--- src/rtl/seg_xlate_pkg.sv ---
package seg_xlate_pkg;

    localparam int ENTRIES = 16;
    localparam int IDX_W   = $clog2(ENTRIES);
    localparam int SEG_W   = IDX_W + 1;
    localparam int LEN_W   = $clog2(ENTRIES + 1);
    localparam int BASE_W  = 32;
    localparam int LIM_W   = 20;

    typedef enum logic [1:0] {
        ACC_READ  = 2'd0,
        ACC_WRITE = 2'd1,
        ACC_EXEC  = 2'd2,
        ACC_RSVD  = 2'd3
    } acc_e;

    typedef enum logic [2:0] {
        TRAP_NONE  = 3'd0,
        TRAP_RANGE = 3'd1,
        TRAP_INVAL = 3'd2,
        TRAP_LIMIT = 3'd3,
        TRAP_PERM  = 3'd4
    } trap_e;

    typedef struct packed {
        logic [BASE_W-1:0] base;
        logic [LIM_W-1:0]  limit;
        logic              valid;
        logic [2:0]        perm;
    } desc_t;

    typedef struct packed {
        trap_e             trap;
        logic [BASE_W-1:0] paddr;
    } xres_t;

    function automatic logic acc_allowed(input logic [2:0] perm, input acc_e acc);
        case (acc)
            ACC_READ:  return perm[0];
            ACC_WRITE: return perm[1];
            ACC_EXEC:  return perm[2];
            default:   return 1'b0;
        endcase
    endfunction

endpackage

--- src/rtl/seg_table.sv ---
module seg_table
    import seg_xlate_pkg::*;
(
    input  logic             clk,
    input  logic             rst,
    input  logic             ent_we,
    input  logic [IDX_W-1:0] ent_idx,
    input  desc_t            ent_d,
    input  logic             len_we,
    input  logic [LEN_W-1:0] len_d,
    input  logic [SEG_W-1:0] rd_seg,
    output desc_t            rd_desc,
    output logic [LEN_W-1:0] len_q
);

    desc_t store_q [ENTRIES];

    for (genvar g = 0; g < ENTRIES; g++) begin : g_ent
        always_ff @(posedge clk) begin
            if (rst) begin
                store_q[g] <= '0;
            end else if (ent_we && ent_idx == IDX_W'(g)) begin
                store_q[g] <= ent_d;
            end
        end
    end

    always_ff @(posedge clk) begin
        if (rst) begin
            len_q <= '0;
        end else if (len_we) begin
            len_q <= len_d;
        end
    end

    always_comb begin
        if (rd_seg < SEG_W'(ENTRIES)) begin
            rd_desc = store_q[rd_seg[IDX_W-1:0]];
        end else begin
            rd_desc = '0;
        end
    end

endmodule

--- src/rtl/seg_check.sv ---
module seg_check
    import seg_xlate_pkg::*;
(
    input  desc_t            desc,
    input  logic [LEN_W-1:0] seg_len,
    input  logic [SEG_W-1:0] seg,
    input  logic [LIM_W-1:0] off,
    input  acc_e             acc,
    output xres_t            res
);

    logic in_count;

    assign in_count = (seg < SEG_W'(ENTRIES)) && (SEG_W'(seg) < SEG_W'(seg_len));

    always_comb begin
        res = '{trap: TRAP_NONE, paddr: '0};
        if (!in_count) begin
            res.trap = TRAP_RANGE;
        end else if (!desc.valid) begin
            res.trap = TRAP_INVAL;
        end else if (off >= desc.limit) begin
            res.trap = TRAP_LIMIT;
        end else if (!acc_allowed(desc.perm, acc)) begin
            res.trap = TRAP_PERM;
        end else begin
            res.paddr = desc.base + BASE_W'(off);
        end
    end

endmodule

--- src/rtl/seg_xlate.sv ---
module seg_xlate
    import seg_xlate_pkg::*;
(
    input  logic         clk,
    input  logic         rst,
    input  logic         cfg_ent_we,
    input  logic [3:0]   cfg_idx,
    input  logic [31:0]  cfg_base,
    input  logic [19:0]  cfg_limit,
    input  logic         cfg_valid,
    input  logic [2:0]   cfg_perm,
    input  logic         cfg_len_we,
    input  logic [4:0]   cfg_len,
    input  logic         req_valid,
    input  logic [4:0]   req_seg,
    input  logic [19:0]  req_off,
    input  logic [1:0]   req_acc,
    output logic         rsp_valid,
    output logic [31:0]  rsp_paddr,
    output logic [2:0]   rsp_trap
);

    desc_t            wr_desc;
    desc_t            rd_desc;
    logic [LEN_W-1:0] len_q;
    xres_t            res_d;
    xres_t            res_q;
    logic             vld_q;

    assign wr_desc = '{base: cfg_base, limit: cfg_limit, valid: cfg_valid, perm: cfg_perm};

    seg_table u_tbl (
        .clk     (clk),
        .rst     (rst),
        .ent_we  (cfg_ent_we),
        .ent_idx (cfg_idx),
        .ent_d   (wr_desc),
        .len_we  (cfg_len_we),
        .len_d   (cfg_len),
        .rd_seg  (req_seg),
        .rd_desc (rd_desc),
        .len_q   (len_q)
    );

    seg_check u_chk_logic (
        .desc    (rd_desc),
        .seg_len (len_q),
        .seg     (req_seg),
        .off     (req_off),
        .acc     (acc_e'(req_acc)),
        .res     (res_d)
    );

    always_ff @(posedge clk) begin
        if (rst) begin
            vld_q <= 1'b0;
            res_q <= '{trap: TRAP_NONE, paddr: '0};
        end else begin
            vld_q <= req_valid;
            res_q <= req_valid ? res_d : '{trap: TRAP_NONE, paddr: '0};
        end
    end

    assign rsp_valid = vld_q;
    assign rsp_paddr = res_q.paddr;
    assign rsp_trap  = res_q.trap;

endmodule

--- config.mk ---
export PLATFORM = sky130hd
export DESIGN_NAME = seg_xlate
export DESIGN_NICKNAME = d
export VERILOG_FILES = /design/src/rtl/seg_xlate_pkg.sv /design/src/rtl/seg_table.sv /design/src/rtl/seg_check.sv /design/src/rtl/seg_xlate.sv
export SDC_FILE = /design/constraint.sdc
export NUM_CORES = 1
export LEC_CHECK = 0
export BUFFER_PORTS_ARGS = -buffer_cell sky130_fd_sc_hd__buf_2
export CAP_MARGIN = 20
export CORE_AREA = 5 5 301 303
export DETAILED_ROUTE_END_ITERATION = 8
export DIE_AREA = 0 0 306 308
export PLACE_DENSITY = 0.66
export SLEW_MARGIN = 20
export SYNTH_ARGS = -nofsm -noshare
export SYNTH_HDL_FRONTEND = slang
export SYNTH_SLANG_ARGS = --single-unit
--- constraint.sdc ---
create_clock -name clk -period 16.4 [get_ports clk]
set_input_delay 1.64 -clock clk [delete_from_list [all_inputs] [get_ports clk]]
set_output_delay 1.64 -clock clk [all_outputs]
set_load 0.005 [all_outputs]
==> flow_metrics.tcl, run 1 <==
set metrics [dict create \
    crit_path_top_delay_cell "a2111oi_1" \
    drtAntennaViolNets 0 \
    final.period_utilization 0.445 \
    dieHeight_um 308 \
    cts_num_sinks 937 \
    worstSkewPairLatency_ns 0.67 \
    crit_fanout 55 \
    synth_warnings 0 \
    hpwl_mm 68.5 \
    die_w_um 306 \
    cp-start-kind "input port" \
    drv_cap 0 \
    yosys.cell_types.count 68 \
    cp.buffers_inverters 3 \
    clock_skew_ns 0.0356 \
    multi_input_comb_area_sq_um 14900 \
    worstHoldEndpoint "u_tbl.len_q[0]$_SDFFE_PP0P_" \
    period_needed_ns 7.29 \
    crit_family "compound AO/OA/AOI/OAI gates" \
    switching_power_mw 1.27 \
    hold_path_depth 2 \
    grt_max_degree 63 \
    numCtsBuffers 99 \
    crit_type "input port to flop" \
    ir_drop_mv 0.0771 \
    timing.rr.end "rsp_paddr[31]$_SDFF_PP0_" \
    r2r_start "u_tbl.store_q[12][26]$_SDFFCE_PN0P_" \
    ys_seq_area_frac 0.639 \
    setup_viol 0 \
    power_mw 5.57 \
    cts-hold-fix-buffers 0 \
    io_pins 133 \
    grt-ovfl-total 0 \
    p_leak_nw 17.2 \
    rsz0062_at_grt "false" \
    antenna_found_initial 21 \
    ctsResizeCount 0 \
    p_per_area_nw_per_um2 115 \
    clk_pin_slew_worst_paths_ns 0.06 \
    hold_violations 0 \
    fin_cells 4104 \
    port_buffers 132 \
    worstHoldStart "u_tbl.len_q[0]$_SDFFE_PP0P_" \
    placed_area_sq_um 45200 \
    startpoint "req_seg[1]" \
    async_flop_share 0 \
    status "finished clean" \
    timing.hold.ws_ns 0.506 \
    pwr-share-clk 0.410 \
    via_per_inst 6.16 \
    cts_tree "built" \
    die_area_sq_um 94200 \
    synth_nets 2932 \
    maxSlewHeadroom 0.241 \
    drt_iter0_drc 3212 \
    synthCells 2790 \
    ctsHtreeMaxLevel 3 \
    slew_viol_final 0 \
    swShare 0.229 \
    fp.coreArea_sq_um 87700 \
    gp_congestion 0.863 \
    first_global_vias 26200 \
    crit_path_cell_trace "clkbuf_8, buf_4, buf_4, mux4_2, mux4_2, and2_1, ha_1, o21ai_0, o211ai_1, a41oi_1, a2111oi_1, o21ai_1, or4b_1, a21oi_1" \
    dpl.cell_count 3905 \
    cp-end-kind "flop" \
    fillers 6829 \
    drc 0 \
    syn_area_sq_um 43400 \
    seqPwrFrac 0.502 \
    grt_pass1_wl_mm 183 \
    start_util 0.494 \
    yosys_most_used_dff "edfxtp_1" \
    ff_latch_area_sq_um 27700 \
    wl_per_cell_um 31.1 \
    cellInternalPower_mw 4.29 \
    worstMarginPinSlew_ns 1.14 \
    nNetsFinal 2984 \
    synth-edff-count 896 \
    p_comb_frac 0.088 \
    hp-class "flop to flop" \
    avgSynthCellArea_sq_um 15.5 \
    required_ns 16.96 \
    fin_util 0.554 \
    cts.repair_timing.setup_buffer_count 0 \
    cp.arrival_ns 7.86 \
    rr_worst_depth 11 \
    r2r_slack_ns 11.73 \
    setup_ws_ns 9.11 \
    critPathMaxStageDelay_ns 0.84 \
    post-place-ws_ns 8.38 \
    finish.instance_area_sq_um 48500 \
    firstDrtPassIters 6 \
    synth-seq-cells 937 \
    clockBufferDepth 3 \
    track_usage 0.270 \
    drive_above_1_share 0.210 \
    wirelength_mm 128 \
    num_rows 109 \
    max_freq_ghz 0.137 \
    syn2layout_area_growth_pct 12.0 \
    root_buffer "clkbuf_16" \
    setup_tns_ns 0 \
    vias 25300 \
]
## sequential cells by signal, summed over array words and instances (netlist names)
register       cells
rsp_paddr         32
u_tbl.len_q        5
rsp_valid          1
u_tbl.store_q    896
rsp_trap           3
## worst max-delay path by stage
stage                                        endpoint  slack [ns]  depth (start not counted)
floorplan           u_tbl.store_q[0][0]$_SDFFCE_PN0P_        9.42                          3
global placement             rsp_paddr[12]$_SDFF_PP0_        8.46                         14
detailed placement           rsp_paddr[13]$_SDFF_PP0_        8.38                         14
CTS                          rsp_paddr[13]$_SDFF_PP0_        9.06                         14
global route                 rsp_paddr[10]$_SDFF_PP0_        8.68                         14
finish                       rsp_paddr[31]$_SDFF_PP0_        9.11                         14
## tightest hold or removal path, delay by kind of cell, from the launching register on
family,cells,cell delay (ns)
simple gates,1,0.07
mux,1,0.07
flops,1,0.33
## placed cells by master (no fill, tap or decap), types with 9 or more instances in the layout
| cell type | netlist | final |
|---|---|---|
| o21ai_0 | 32 | 20 |
| xnor2_1 | 9 | 9 |
| a21oi_1 | 38 | 38 |
| ha_1 | 44 | 44 |
| clkbuf_16 | 0 | 100 |
| dfxtp_1 | 41 | 41 |
| nand3_1 | 14 | 13 |
| and2_1 | 921 | 921 |
| buf_2 | 18 | 129 |
| bufinv_16 | 0 | 12 |
| inv_1 | 19 | 18 |
| mux4_2 | 232 | 232 |
| clkinv_2 | 0 | 19 |
| a21o_1 | 12 | 12 |
| edfxtp_1 | 896 | 896 |
| clkbuf_1 | 183 | 25 |
| mux2i_1 | 39 | 39 |
| buf_4 | 4 | 54 |
| nor3_1 | 11 | 11 |
| diode_2 | 0 | 10 |
| clkinv_1 | 1 | 16 |
| nand2_1 | 44 | 44 |
| nor2_1 | 59 | 43 |
| o21ai_4 | 0 | 12 |
| mux4_1 | 26 | 26 |
| nor2_4 | 0 | 16 |
## metal layers
metal	wire length (um)	vias up	part of all wire	GRT usage
met3	13500	268	0.11	0.0698
li1	-	10500	-	-
met1	48800	13100	0.38	0.360
met2	60600	1430	0.48	0.437
met4	4630	6	0.036	0.0906
met5	35	-	0.00027	0
## cell type report
| type | instances | area share |
|---|---|---|
| Antenna cell | 10 | 0.000515 |
| Timing Repair Buffer | 186 | 0.0224 |
| Inverter | 20 | 0.00160 |
| Sequential cell | 937 | 0.571 |
| Clock buffer | 132 | 0.0555 |
| Clock inverter | 56 | 0.0124 |
| Tap cell | 1165 | 0.0300 |
| Multi-Input combinational cell | 1598 | 0.306 |
## power groups by stage
stage          clock network, mW  registers [mW]  logic (mW)
3_5_place_dp                   0            2.84       0.486
6_report                    2.28            2.79       0.489
5_1_grt                     2.40            2.80       0.517
2_1_floorplan                  0            2.84       0.310
4_1_cts                     2.30            2.79       0.488
3_3_place_gp                   0            2.83       0.480
## cell families after synthesis
family / synth area share
muxes: 0.146
and+or+nand+nor: 0.152
buffers and inverters: 0.0248
AOI/OAI and AO/OA: 0.0221
adders and majority gates: 0.0132
DFF: 0.639
xor gates and xnor gates: 0.00343
## synth_stat cells, drive strengths merged, types with 2 or more instances
library cell / number / share of area
a2111o: 2 / 0.00052
a211o: 2 / 0.00040
a211oi: 10 / 0.0021
a21o: 12 / 0.0021
a21oi: 38 / 0.0044
a221oi: 5 / 0.0012
a22oi: 7 / 0.0012
a31o: 2 / 0.00040
a31oi: 2 / 0.00029
a41oi: 3 / 0.00061
and2: 922 / 0.13
and3: 6 / 0.00087
buf: 52 / 0.0072
clkbuf: 183 / 0.016
dfxtp: 41 / 0.019
edfxtp: 896 / 0.62
ha: 44 / 0.013
inv: 19 / 0.0016
mux2i: 39 / 0.0090
mux4: 258 / 0.14
nand2: 45 / 0.0040
nand2b: 8 / 0.0012
nand3: 14 / 0.0016
nand3b: 3 / 0.00052
nand4: 6 / 0.00087
nor2: 59 / 0.0051
nor2b: 6 / 0.00087
nor3: 11 / 0.0013
nor3b: 2 / 0.00035
o211ai: 5 / 0.00087
o21a: 4 / 0.00069
o21ai: 34 / 0.0039
o31ai: 5 / 0.00087
or2: 3 / 0.00043
or3: 6 / 0.00089
xnor2: 9 / 0.0018
xor2: 8 / 0.0016
Note: power is estimated with default switching activity, not from simulation.
==> run 2: changes to the inputs <==
clock period = 7.39 ns   (was 16.4 ns; I/O delays follow)
==> flow_metrics.tcl, run 2 (synthesis results as in run 1) <==
set metrics [dict create \
    crit_family "compound AO/OA/AOI/OAI gates" \
    cts-hold-fix-buffers 0 \
    syn2layout_area_growth_pct 12.6 \
    start_util 0.494 \
    p_per_area_nw_per_um2 257 \
    cp.buffers_inverters 2 \
    drt_iter0_drc 2998 \
    fin_util 0.557 \
    largest_reg_flops 896 \
    cts_tree "built" \
    slew_viol_final 0 \
    pwr-share-clk 0.419 \
    fp.coreArea_sq_um 87700 \
    setup_tns_ns 0 \
    setup_viol 0 \
    grt_max_degree 89 \
    dieHeight_um 308 \
    crit_path_top_delay_cell "a2111oi_0" \
    firstDrtPassIters 5 \
    cts.repair_timing.setup_buffer_count 0 \
    maxSlewHeadroom 0.283 \
    wl_per_cell_um 30.6 \
    cp-start-kind "input port" \
    drc 0 \
    grt-ovfl-total 0 \
    first_global_vias 25900 \
    root_buffer "clkbuf_16" \
    crit_path_cell_trace "clkbuf_8, buf_4, mux4_2, mux4_2, and2_1, ha_1, and3_1, a41oi_1, a2111oi_0, o21ai_1, or4b_1, a21oi_1" \
    cts_num_sinks 937 \
    track_usage 0.266 \
    final_cell_mix "and2_1, edfxtp_1, mux4_2" \
    swShare 0.228 \
    worstMarginPinSlew_ns 1.07 \
    r2r_slack_ns 2.47 \
    die_w_um 306 \
    drv_cap 0 \
    max_freq_ghz 0.180 \
    drtAntennaViolNets 0 \
    wirelength_mm 126 \
    hp-class "input port to flop" \
    num_rows 109 \
    crit_fanout 88 \
    clk_pin_slew_worst_paths_ns 0.06 \
    nNetsFinal 2988 \
    hold_violations 0 \
    worstSkewPairLatency_ns 0.66 \
    switching_power_mw 2.86 \
    final.period_utilization 0.754 \
    die_area_sq_um 94200 \
    via_per_inst 6.09 \
    clockBufferDepth 3 \
    cpMostUsedCell "mux4_2" \
    final_common_cell "and2_1" \
    vias 25100 \
    numCtsBuffers 100 \
    period_needed_ns 5.57 \
    cellInternalPower_mw 9.70 \
    ctsResizeCount 0 \
    crit_type "input port to flop" \
    grt_pass1_wl_mm 181 \
    cp-end-kind "flop" \
    clock_skew_ns 0.0233 \
    ir_drop_mv 0.214 \
    p_leak_nw 17.4 \
    regMostFlops "u_tbl.store_q" \
    antenna_found_initial 24 \
    status "finished clean" \
    drive_above_1_share 0.213 \
    io_pins 133 \
    power_mw 12.6 \
    cp.arrival_ns 6.14 \
    p_comb_frac 0.087 \
    gp_congestion 0.903 \
    rsz0062_at_grt "false" \
    port_buffers 132 \
    seqPwrFrac 0.494 \
    critPathMaxStageDelay_ns 0.99 \
    required_ns 7.96 \
    ctsHtreeMaxLevel 3 \
    hpwl_mm 69.2 \
]
==> run 2: changes by cell type in the layout (fill, tap and decap cells not counted), moves of 2 or more <==
cell / previous run / this run
buf_12: 0 / 3
buf_16: 0 / 2
bufinv_16: 12 / 15
clkbuf_1: 25 / 13
clkbuf_16: 100 / 103
clkinv_1: 16 / 22
clkinv_2: 19 / 15
clkinvlp_4: 2 / 8
diode_2: 10 / 16
==> run 2: per-stage QoR <==
step	setup WS, ns	cell area, sq um	hold WS, ns	cells
2_1_floorplan	1.31	43400	0.460	2790
3_3_place_gp	1.45	45300	0.480	3907
3_5_place_dp	1.21	45300	0.493	3908
4_1_cts	1.91	48800	0.311	4098
5_1_grt	1.70	48800	0.344	4111
6_report	1.82	48800	0.337	4115
==> run 2: final cells by class <==
cell class | instances | area (sq um)
diodes | 16 | 40.0
clock buffers | 124 | 2740
clock inverters | 66 | 736
fillers | 6844 | 38900
inverters | 20 | 77.6
multi-input cells | 1598 | 14900
flip-flops and latches | 937 | 27700
well taps | 1165 | 1460
repair buffers | 189 | 1190
==> run 2: power groups by stage <==
stage | clock network [mW] | registers, mW | logic [mW]
finish | 5.27 | 6.20 | 1.09
global route | 5.53 | 6.22 | 1.15
CTS | 5.31 | 6.20 | 1.08
detailed placement | 0 | 6.31 | 1.08
global placement | 0 | 6.29 | 1.06
floorplan | 0 | 6.31 | 0.689
==> run 2: path summary, 6_finish.rpt <==
| kind | start | to | depth (start not counted) |
|---|---|---|---|
| worst max register to register | u_tbl.store_q[6][26]$_SDFFCE_PN0P_ | rsp_paddr[31]$_SDFF_PP0_ | 11 |
| worst max-delay path | req_seg[1] | rsp_paddr[31]$_SDFF_PP0_ | 12 |
| worst min register to register | u_tbl.len_q[4]$_SDFFE_PP0P_ | u_tbl.len_q[4]$_SDFFE_PP0P_ | 2 |
| worst min-delay path | cfg_len[0] | u_tbl.len_q[0]$_SDFFE_PP0P_ | 3 |
==> run 2: worst min-delay path: stages <==
cell,delay (ns)
buf_2,0.08
mux2i_1,0.06
nor2_1,0.08
==> run 2: routing by layer <==
layer | GRT usage | share of wire | up-vias
met5 | 0 | 0.00032 | -
met4 | 0.0947 | 0.031 | 6
met3 | 0.0702 | 0.10 | 242
met2 | 0.429 | 0.48 | 1379
met1 | 0.354 | 0.38 | 13000
li1 | - | - | 10500
